File: src/rtl/irq_sense_gateway.sv
`timescale 1ns/1ps
module irq_sense_gateway #(
  parameter int NSRC = 8,
  parameter int NUMW = 5
) (
  input  logic            clk,
  input  logic            rst_n,
  input  logic [NSRC-1:0] src_in,
  input  logic            wr_en,
  input  logic [2:0]      wr_op,
  input  logic [NUMW-1:0] wr_num,
  input  logic [31:0]     wr_data,
  input  logic [NUMW-1:0] rd_num,
  output logic [31:0]     rd_cfg,
  output logic            rd_pend,
  output logic            rd_ie,
  output logic            rd_in,
  output logic            dom_en,
  output logic            fwd_valid,
  output logic [NUMW-1:0] fwd_num
);
  localparam logic [2:0] OP_CFG  = 3'd0;
  localparam logic [2:0] OP_SETP = 3'd1;
  localparam logic [2:0] OP_CLRP = 3'd2;
  localparam logic [2:0] OP_SETE = 3'd3;
  localparam logic [2:0] OP_CLRE = 3'd4;
  localparam logic [2:0] OP_DOM  = 3'd5;
  localparam logic [2:0] SM_RISE = 3'd4;
  localparam logic [2:0] SM_FALL = 3'd5;
  localparam logic [2:0] SM_HIGH = 3'd6;
  localparam logic [2:0] SM_LOW  = 3'd7;
  localparam int         DELEG   = 10;

  logic [NSRC-1:0]      sync1_q, sync2_q, lvl_q;
  logic [NSRC-1:0]      pend_q, pend_d, ie_q, ie_d;
  logic [NSRC-1:0][2:0] cfg_q, cfg_d;
  logic [NSRC-1:0]      elig, take;

  wire unused_bits = ^{wr_data[31:DELEG+1], wr_data[DELEG-1:3]};

  assign elig      = pend_q & ie_q & {NSRC{dom_en}};
  assign take      = elig & (~elig + NSRC'(1));
  assign fwd_valid = |elig;

  always_comb begin
    fwd_num = '0;
    for (int k = NSRC - 1; k >= 0; k--)
      if (elig[k]) fwd_num = NUMW'(k + 1);
  end

  for (genvar k = 0; k < NSRC; k++) begin : g_src
    logic hit, lvl_mode, sense, set_p, clr_p;

    assign hit      = wr_en && (wr_num == NUMW'(k + 1));
    assign lvl_mode = (cfg_q[k] == SM_HIGH) || (cfg_q[k] == SM_LOW);

    always_comb begin
      case (cfg_q[k])
        SM_RISE: sense = sync2_q[k] & ~lvl_q[k];
        SM_FALL: sense = ~sync2_q[k] & lvl_q[k];
        SM_HIGH: sense = sync2_q[k];
        SM_LOW:  sense = ~sync2_q[k];
        default: sense = 1'b0;
      endcase
    end

    assign set_p     = sense | (hit && wr_op == OP_SETP);
    assign clr_p     = take[k] | (hit && wr_op == OP_CLRP && !lvl_mode);
    assign pend_d[k] = set_p | (pend_q[k] & ~clr_p);
    assign ie_d[k]   = (hit && wr_op == OP_SETE) | (ie_q[k] & ~(hit && wr_op == OP_CLRE));
    assign cfg_d[k]  = (hit && wr_op == OP_CFG) ? (wr_data[DELEG] ? 3'd0 : wr_data[2:0])
                                                : cfg_q[k];
  end

  always_ff @(posedge clk or negedge rst_n) begin
    if (!rst_n) begin
      sync1_q <= '0;
      sync2_q <= '0;
      lvl_q   <= '0;
      pend_q  <= '0;
      ie_q    <= '0;
      cfg_q   <= '0;
      dom_en  <= 1'b0;
    end else begin
      sync1_q <= src_in;
      sync2_q <= sync1_q;
      lvl_q   <= sync2_q;
      pend_q  <= pend_d;
      ie_q    <= ie_d;
      cfg_q   <= cfg_d;
      if (wr_en && wr_op == OP_DOM) dom_en <= wr_data[0];
    end
  end

  always_comb begin
    rd_cfg  = '0;
    rd_pend = 1'b0;
    rd_ie   = 1'b0;
    rd_in   = 1'b0;
    for (int k = 0; k < NSRC; k++)
      if (rd_num == NUMW'(k + 1)) begin
        rd_cfg  = {29'd0, cfg_q[k]};
        rd_pend = pend_q[k];
        rd_ie   = ie_q[k];
        rd_in   = lvl_q[k];
      end
  end
endmodule


File: config.mk
export PLATFORM = sky130hd
export DESIGN_NAME = irq_sense_gateway
export DESIGN_NICKNAME = d
export VERILOG_FILES = /design/src/rtl/irq_sense_gateway.sv
export SDC_FILE = /design/constraint.sdc
export NUM_CORES = 1
export LEC_CHECK = 0
export BUFFER_PORTS_ARGS = -buffer_cell sky130_fd_sc_hd__buf_2
export CAP_MARGIN = 20
export CORE_MARGIN = 8
export CORE_UTILIZATION = 57
export DETAILED_ROUTE_END_ITERATION = 8
export PLACE_DENSITY = 0.85
export SLEW_MARGIN = 20
export SYNTH_ARGS = -nofsm -noshare
export SYNTH_HDL_FRONTEND = slang
export SYNTH_SLANG_ARGS = --single-unit
File: constraint.sdc
create_clock -name clk -period 3 [get_ports clk]
set_input_delay 0.15 -clock clk [delete_from_list [all_inputs] [get_ports clk]]
set_output_delay 0.15 -clock clk [all_outputs]
set_load 0.1 [all_outputs]
# Yosys cells after proc, flatten, opt, wreduce, memory -nomap -nowiden

Cells that the tools add are included.

Equality and inequality tests: 53
Reductions and logical operators: 75
Add/subtract/negate cells: 1
Mux-type cells: 49
Bitwise operators: 100

Operator list:

| cell                  | number |
|---|---|
| $mux W32              | 7 |
| $eq A3 B3 Y1 const B  | 34 |
| $logic_and A1 B1 Y1   | 57 |
| $eq A5 B3 Y1 const B  | 8 |
| $and A1 B1 Y1         | 32 |
| $not A1 Y1            | 32 |
| $or A1 B1 Y1          | 32 |
| $pmux W1 S4           | 8 |
| $mux W5               | 6 |
| $and A8 B8 Y8         | 3 |
| $mux W1               | 24 |
| $eq A5 B2 Y1 const B  | 4 |
| $eq A5 B1 Y1 const B  | 2 |
| $eq A5 B4 Y1 const B  | 2 |
| $add A8 B1 Y8 const B | 1 |
| $logic_not A1 Y1      | 8 |
| $logic_or A1 B1 Y1    | 8 |
| $mux W4               | 2 |
| $not A8 Y8            | 1 |
| $reduce_or A8 Y1      | 1 |
| $eq A3 B2 Y1 const B  | 2 |
| $mux W3               | 2 |
| $eq A3 B1 Y1 const B  | 1 |
| $logic_not A3 Y1      | 1 |

Register bits after elaboration: 65
Word-level logic and storage cells: 292
Output and inout port bits: 42
Input bits: 56

# Depth between registers and ports, before layout

Word-level depth: 10
Depth in mapped cells: 7
Depth with buffers taken out: 5

# Worst setup path before layout

Ideal clock, no wire load.

Path type: flip-flop to flip-flop
Start: register dom_en
End: register pend_q[7]
Arrival: 3.694 ns
Period minus slack after synthesis: 3.948 ns
Slack: -0.948 ns
Buffers on the path: 0
Data required time: 2.746 ns
Setup time: 0.254 ns
Cell stages (with the launch flop): 4
Cell sequence: dfrtp_1 nand3_1 nor3_1 o221ai_1

Cells in the longest elaborated chain, start to end: 8

RTL lines:

| item                   | RTL line | text |
|---|---|---|
| from (decl)            | 18       | `output logic dom_en,` |
| from (signal assigned) | 91       | `if (wr_en && wr_op == OP_DOM) dom_en <= wr_data[0];` |
| $and A8 B8 Y8 (*)      | 41       | `assign elig = pend_q & ie_q & {NSRC{dom_en}};` |
| $not A8 Y8             | 42       | `assign take = elig & (~elig + NSRC'(1));` |
| $add A8 B1 Y8          | 42       |  |
| $and A8 B8 Y8 (*)      | 42       |  |
| $or A1 B1 Y1 (*)       | 68       | `assign clr_p = take[k] \| (hit && wr_op == OP_CLRP && !lvl_mode);` |
| $not A1 Y1 (*)         | 69       | `assign pend_d[k] = set_p \| (pend_q[k] & ~clr_p);` |
| $and A1 B1 Y1 (*)      | 69       |  |
| $or A1 B1 Y1 (*)       | 69       |  |
| named net pend_d[7]    | 35       | `logic [NSRC-1:0] pend_q, pend_d, ie_q, ie_d;` |
| to (signal assigned)   | 88       | `pend_q <= pend_d;` |
| to (decl)              | 35       |  |

The timed path passes the listed nets; every way through them passes the cells marked *.
A chain may end at the register's enable or synchronous reset.

# Worst setup path after layout

Start: register ie_q[1]
End: output port fwd_num[3]

Cells in the longest elaborated chain, start to end: 4

RTL lines:

| item                       | RTL line | text |
|---|---|---|
| from (decl)                | 35       |  |
| from (signal assigned)     | 89       | `ie_q <= ie_d;` |
| $and A8 B8 Y8 (2 in a row) | 41       |  |
| $mux W5 (2 in a row)       | 48       | `if (elig[k]) fwd_num = NUMW'(k + 1);` |
| to (decl)                  | 20       | `output logic [NUMW-1:0] fwd_num` |

No other way between the ends.

==> impl_metrics.yaml <==
layout:
  multi_input_area_mm2: 0.00185
  drive_above_1_share_pct: 24.4
  fill_cells: 505
  nNetsFinal: 477
  area_delta_synth_final_pct: 12.6
  diodes: 0
  seq_area_mm2: 0.00163
clock_network:
  cts_buffer_depth: 2
  root_buffer: "clkbuf_8"
  cts_tree: "done"
  post_cts_buffers: 0
  htree_num_levels: 3
  cts_hold_buf: 8
  cts_resized: 0
  clk_pin_slew_ns: 0.07
  cts_buffers: 9
  clock_sinks: 65
  clkLatencyLatePin_ns: 0.35
global_routing:
  grt_max_degree: 48
  grt_pass1_vias: 2837
  grt_use_total_pct: 20.1
  grt_overflow: 0
  antenna_found_initial: 0
  grt_first_pass_wirelength_um: 14100
run:
  cap_violations: 0
timing:
  min_period_ns: 2.30
  clock_skew_ns: 0.00790
  hold_violations: 0
  rsz0062_at_grt: "no"
  setup_slack_ns: 0.700
  drv_slew: 0
  setup_violations: 0
  period_share_pct: 76.7
  fmax_mhz: 435
  slew_headroom_pct: 56.2
  final.setup.tns_ns: 0
  worstMarginPinSlew_ns: 0.655
logic_synthesis:
  synth_top_area_share_pct: 44.5
  netlist_area_mm2: 0.00365
  yosys.area.top_type: "dfrtp_1"
  synth_ff_type: "dfrtp_1"
  synth_edf_count: 0
  yosys-top-cells-count: "dfrtp_1 (65), nand2_1 (45), o21ai_0 (38)"
  ys_seq_area_share_pct: 44.5
  synth_cell_types: 56
  synth_cells: 376
  synth.avg_cell_area_um2: 9.72
  yosysMostFrequentCell: "dfrtp_1"
  ys_seq_elements: 65
  yosysWarnings: 0
  synthTopCellsByArea: "dfrtp_1 (45%), mux2_2 (8.3%), buf_4 (6.2%)"
  synthArstFlopShare_pct: 100
route:
  dr.pass1.iters: 4
  ant_nets: 0
  first_iter_violations: 272
  wirelength_um: 8890
  vias: 2997
  drcViolationCount: 0
  wire_per_inst_um: 17.7
  vias_per_cell: 5.96
die:
  core.rowCount: 29
  die_h_um: 96.1
  die_area_mm2: 0.00923
  dieWidth_um: 96.1
  fp.coreArea_mm2: 0.00628
  num_io_pins: 98
  start_util_pct: 58.2
min_path:
  holdCritPathClass: "in -> reg"
run_status:
  status: "complete, no violations"
setup_path:
  cp-end-kind: "output pin"
  arrival_ns: 2.15
  criticalPathCategory: "reg -> out"
  cp-start-kind: "flop"
  cp_max_fo: 7
  cp.required_ns: 2.85
placement:
  place.gp.congestion: 0.873
  port_buffers: 39
  dp_slack_ns: 1.03
  dp_hpwl_um: 6690
power_and_ir_drop:
  power_density_mw_per_mm2: 585
  ir_worst_vdd_v: 0.000418
  p_leak_nw: 1.92
==> cell type report <==
type,count,share of cell area [%]
inverter,6,0.547
multi-input combinational,289,44.9
timing repair buffer,50,7.36
clock inverter,5,1.92
sequential,65,39.5
clock buffer,11,3.44
tap,77,2.34
==> cell usage in the layout (no fill, tap or decap), types with 2 or more instances in the layout <==
master / n
a211oi_1: 3
a21oi_1: 17
a22oi_1: 7
a31oi_1: 2
a32oi_1: 3
and2_1: 3
and3_1: 2
buf_2: 38
buf_4: 3
bufinv_16: 2
clkbuf_8: 10
clkinv_2: 2
conb_1: 30
dfrtp_1: 65
dlygate4sd3_1: 9
inv_1: 6
mux2_2: 27
mux2_4: 3
mux2i_1: 4
nand2_1: 45
nand2b_1: 6
nand3_1: 8
nor2_1: 16
nor2_2: 3
nor2b_1: 8
nor3_1: 2
nor3_2: 3
nor3b_1: 2
o211ai_1: 7
o21ai_0: 38
o221ai_1: 4
o22ai_1: 4
o31ai_1: 2
o32ai_1: 3
or3_1: 3
or3b_2: 3
xnor2_1: 4
xor2_1: 6
==> state kept, by name, summed over array words and instances (netlist names) <==
signal / count
cfg_q: 24
dom_en: 1
ie_q: 8
lvl_q: 8
pend_q: 8
sync1_q: 8
sync2_q: 8
==> layer usage <==
layer  up-vias  part of all wire (%)  GRT usage (%)
li1       1382                     -              -
met1      1451                    44           26.7
met2       147                    46           31.6
met3        17                   8.9           3.67
met4         0                   1.7           8.07
met5         -                     0              0
==> through the flow <==
stage	area, um2	power, W	instances	hold WS (ns)	util (%)
floorplan	3780	0.00150	405	-0.146	-
global placement	3800	0.00157	478	0.259	60.6
detailed placement	3800	0.00158	478	0.260	60.6
CTS	4100	0.00241	502	0.00854	65.3
global route	4110	0.00249	503	0.0635	65.5
finish	4110	0.00240	503	0.0383	65.5
==> path summary, 6_finish.rpt <==
kind                                  from          to  slack [ns]  cells after the start
worst min register to register  sync1_q[2]  sync2_q[2]        0.35                      0
worst min-delay path            wr_data[0]      dom_en        0.04                      3
min in group asynchronous            rst_n    lvl_q[1]        0.35                      2
max in group asynchronous            rst_n  sync2_q[3]        2.07                      3
worst max-delay path               ie_q[1]  fwd_num[3]        0.70                      4
worst max register to register     ie_q[1]   pend_q[6]        1.13                      5
==> power breakdown <==
group | internal (W) | leakage, nW | switching [W] | total (W)
Sequential | 0.000917 | 0.806 | 0.0000394 | 0.000956
Clock | 0.000489 | 0.113 | 0.000335 | 0.000824
Combinational | 0.000122 | 1.01 | 0.000502 | 0.000624
Total | 0.00153 | 1.92 | 0.000877 | 0.00240
==> critical path: stages, from the launching register on <==
cell     delay (ns)
dfrtp_1        0.47
a22oi_1        0.26
nand3_1        0.29
nor3_2         0.30
buf_2          0.47
==> logic make-up after synthesis <==
group                  count (synthesis)  synth area share [%]
AO/OA/AOI/OAI                        101                  17.5
XOR/XNOR                              10                  2.40
buffers and inverters                 51                  8.46
flip-flops                            65                  44.5
multiplexers                          34                  10.6
other                                  1                 0.103
AND/OR/NAND/NOR                      114                  16.4
No activity file was read; power rests on OpenSTA's default activity.
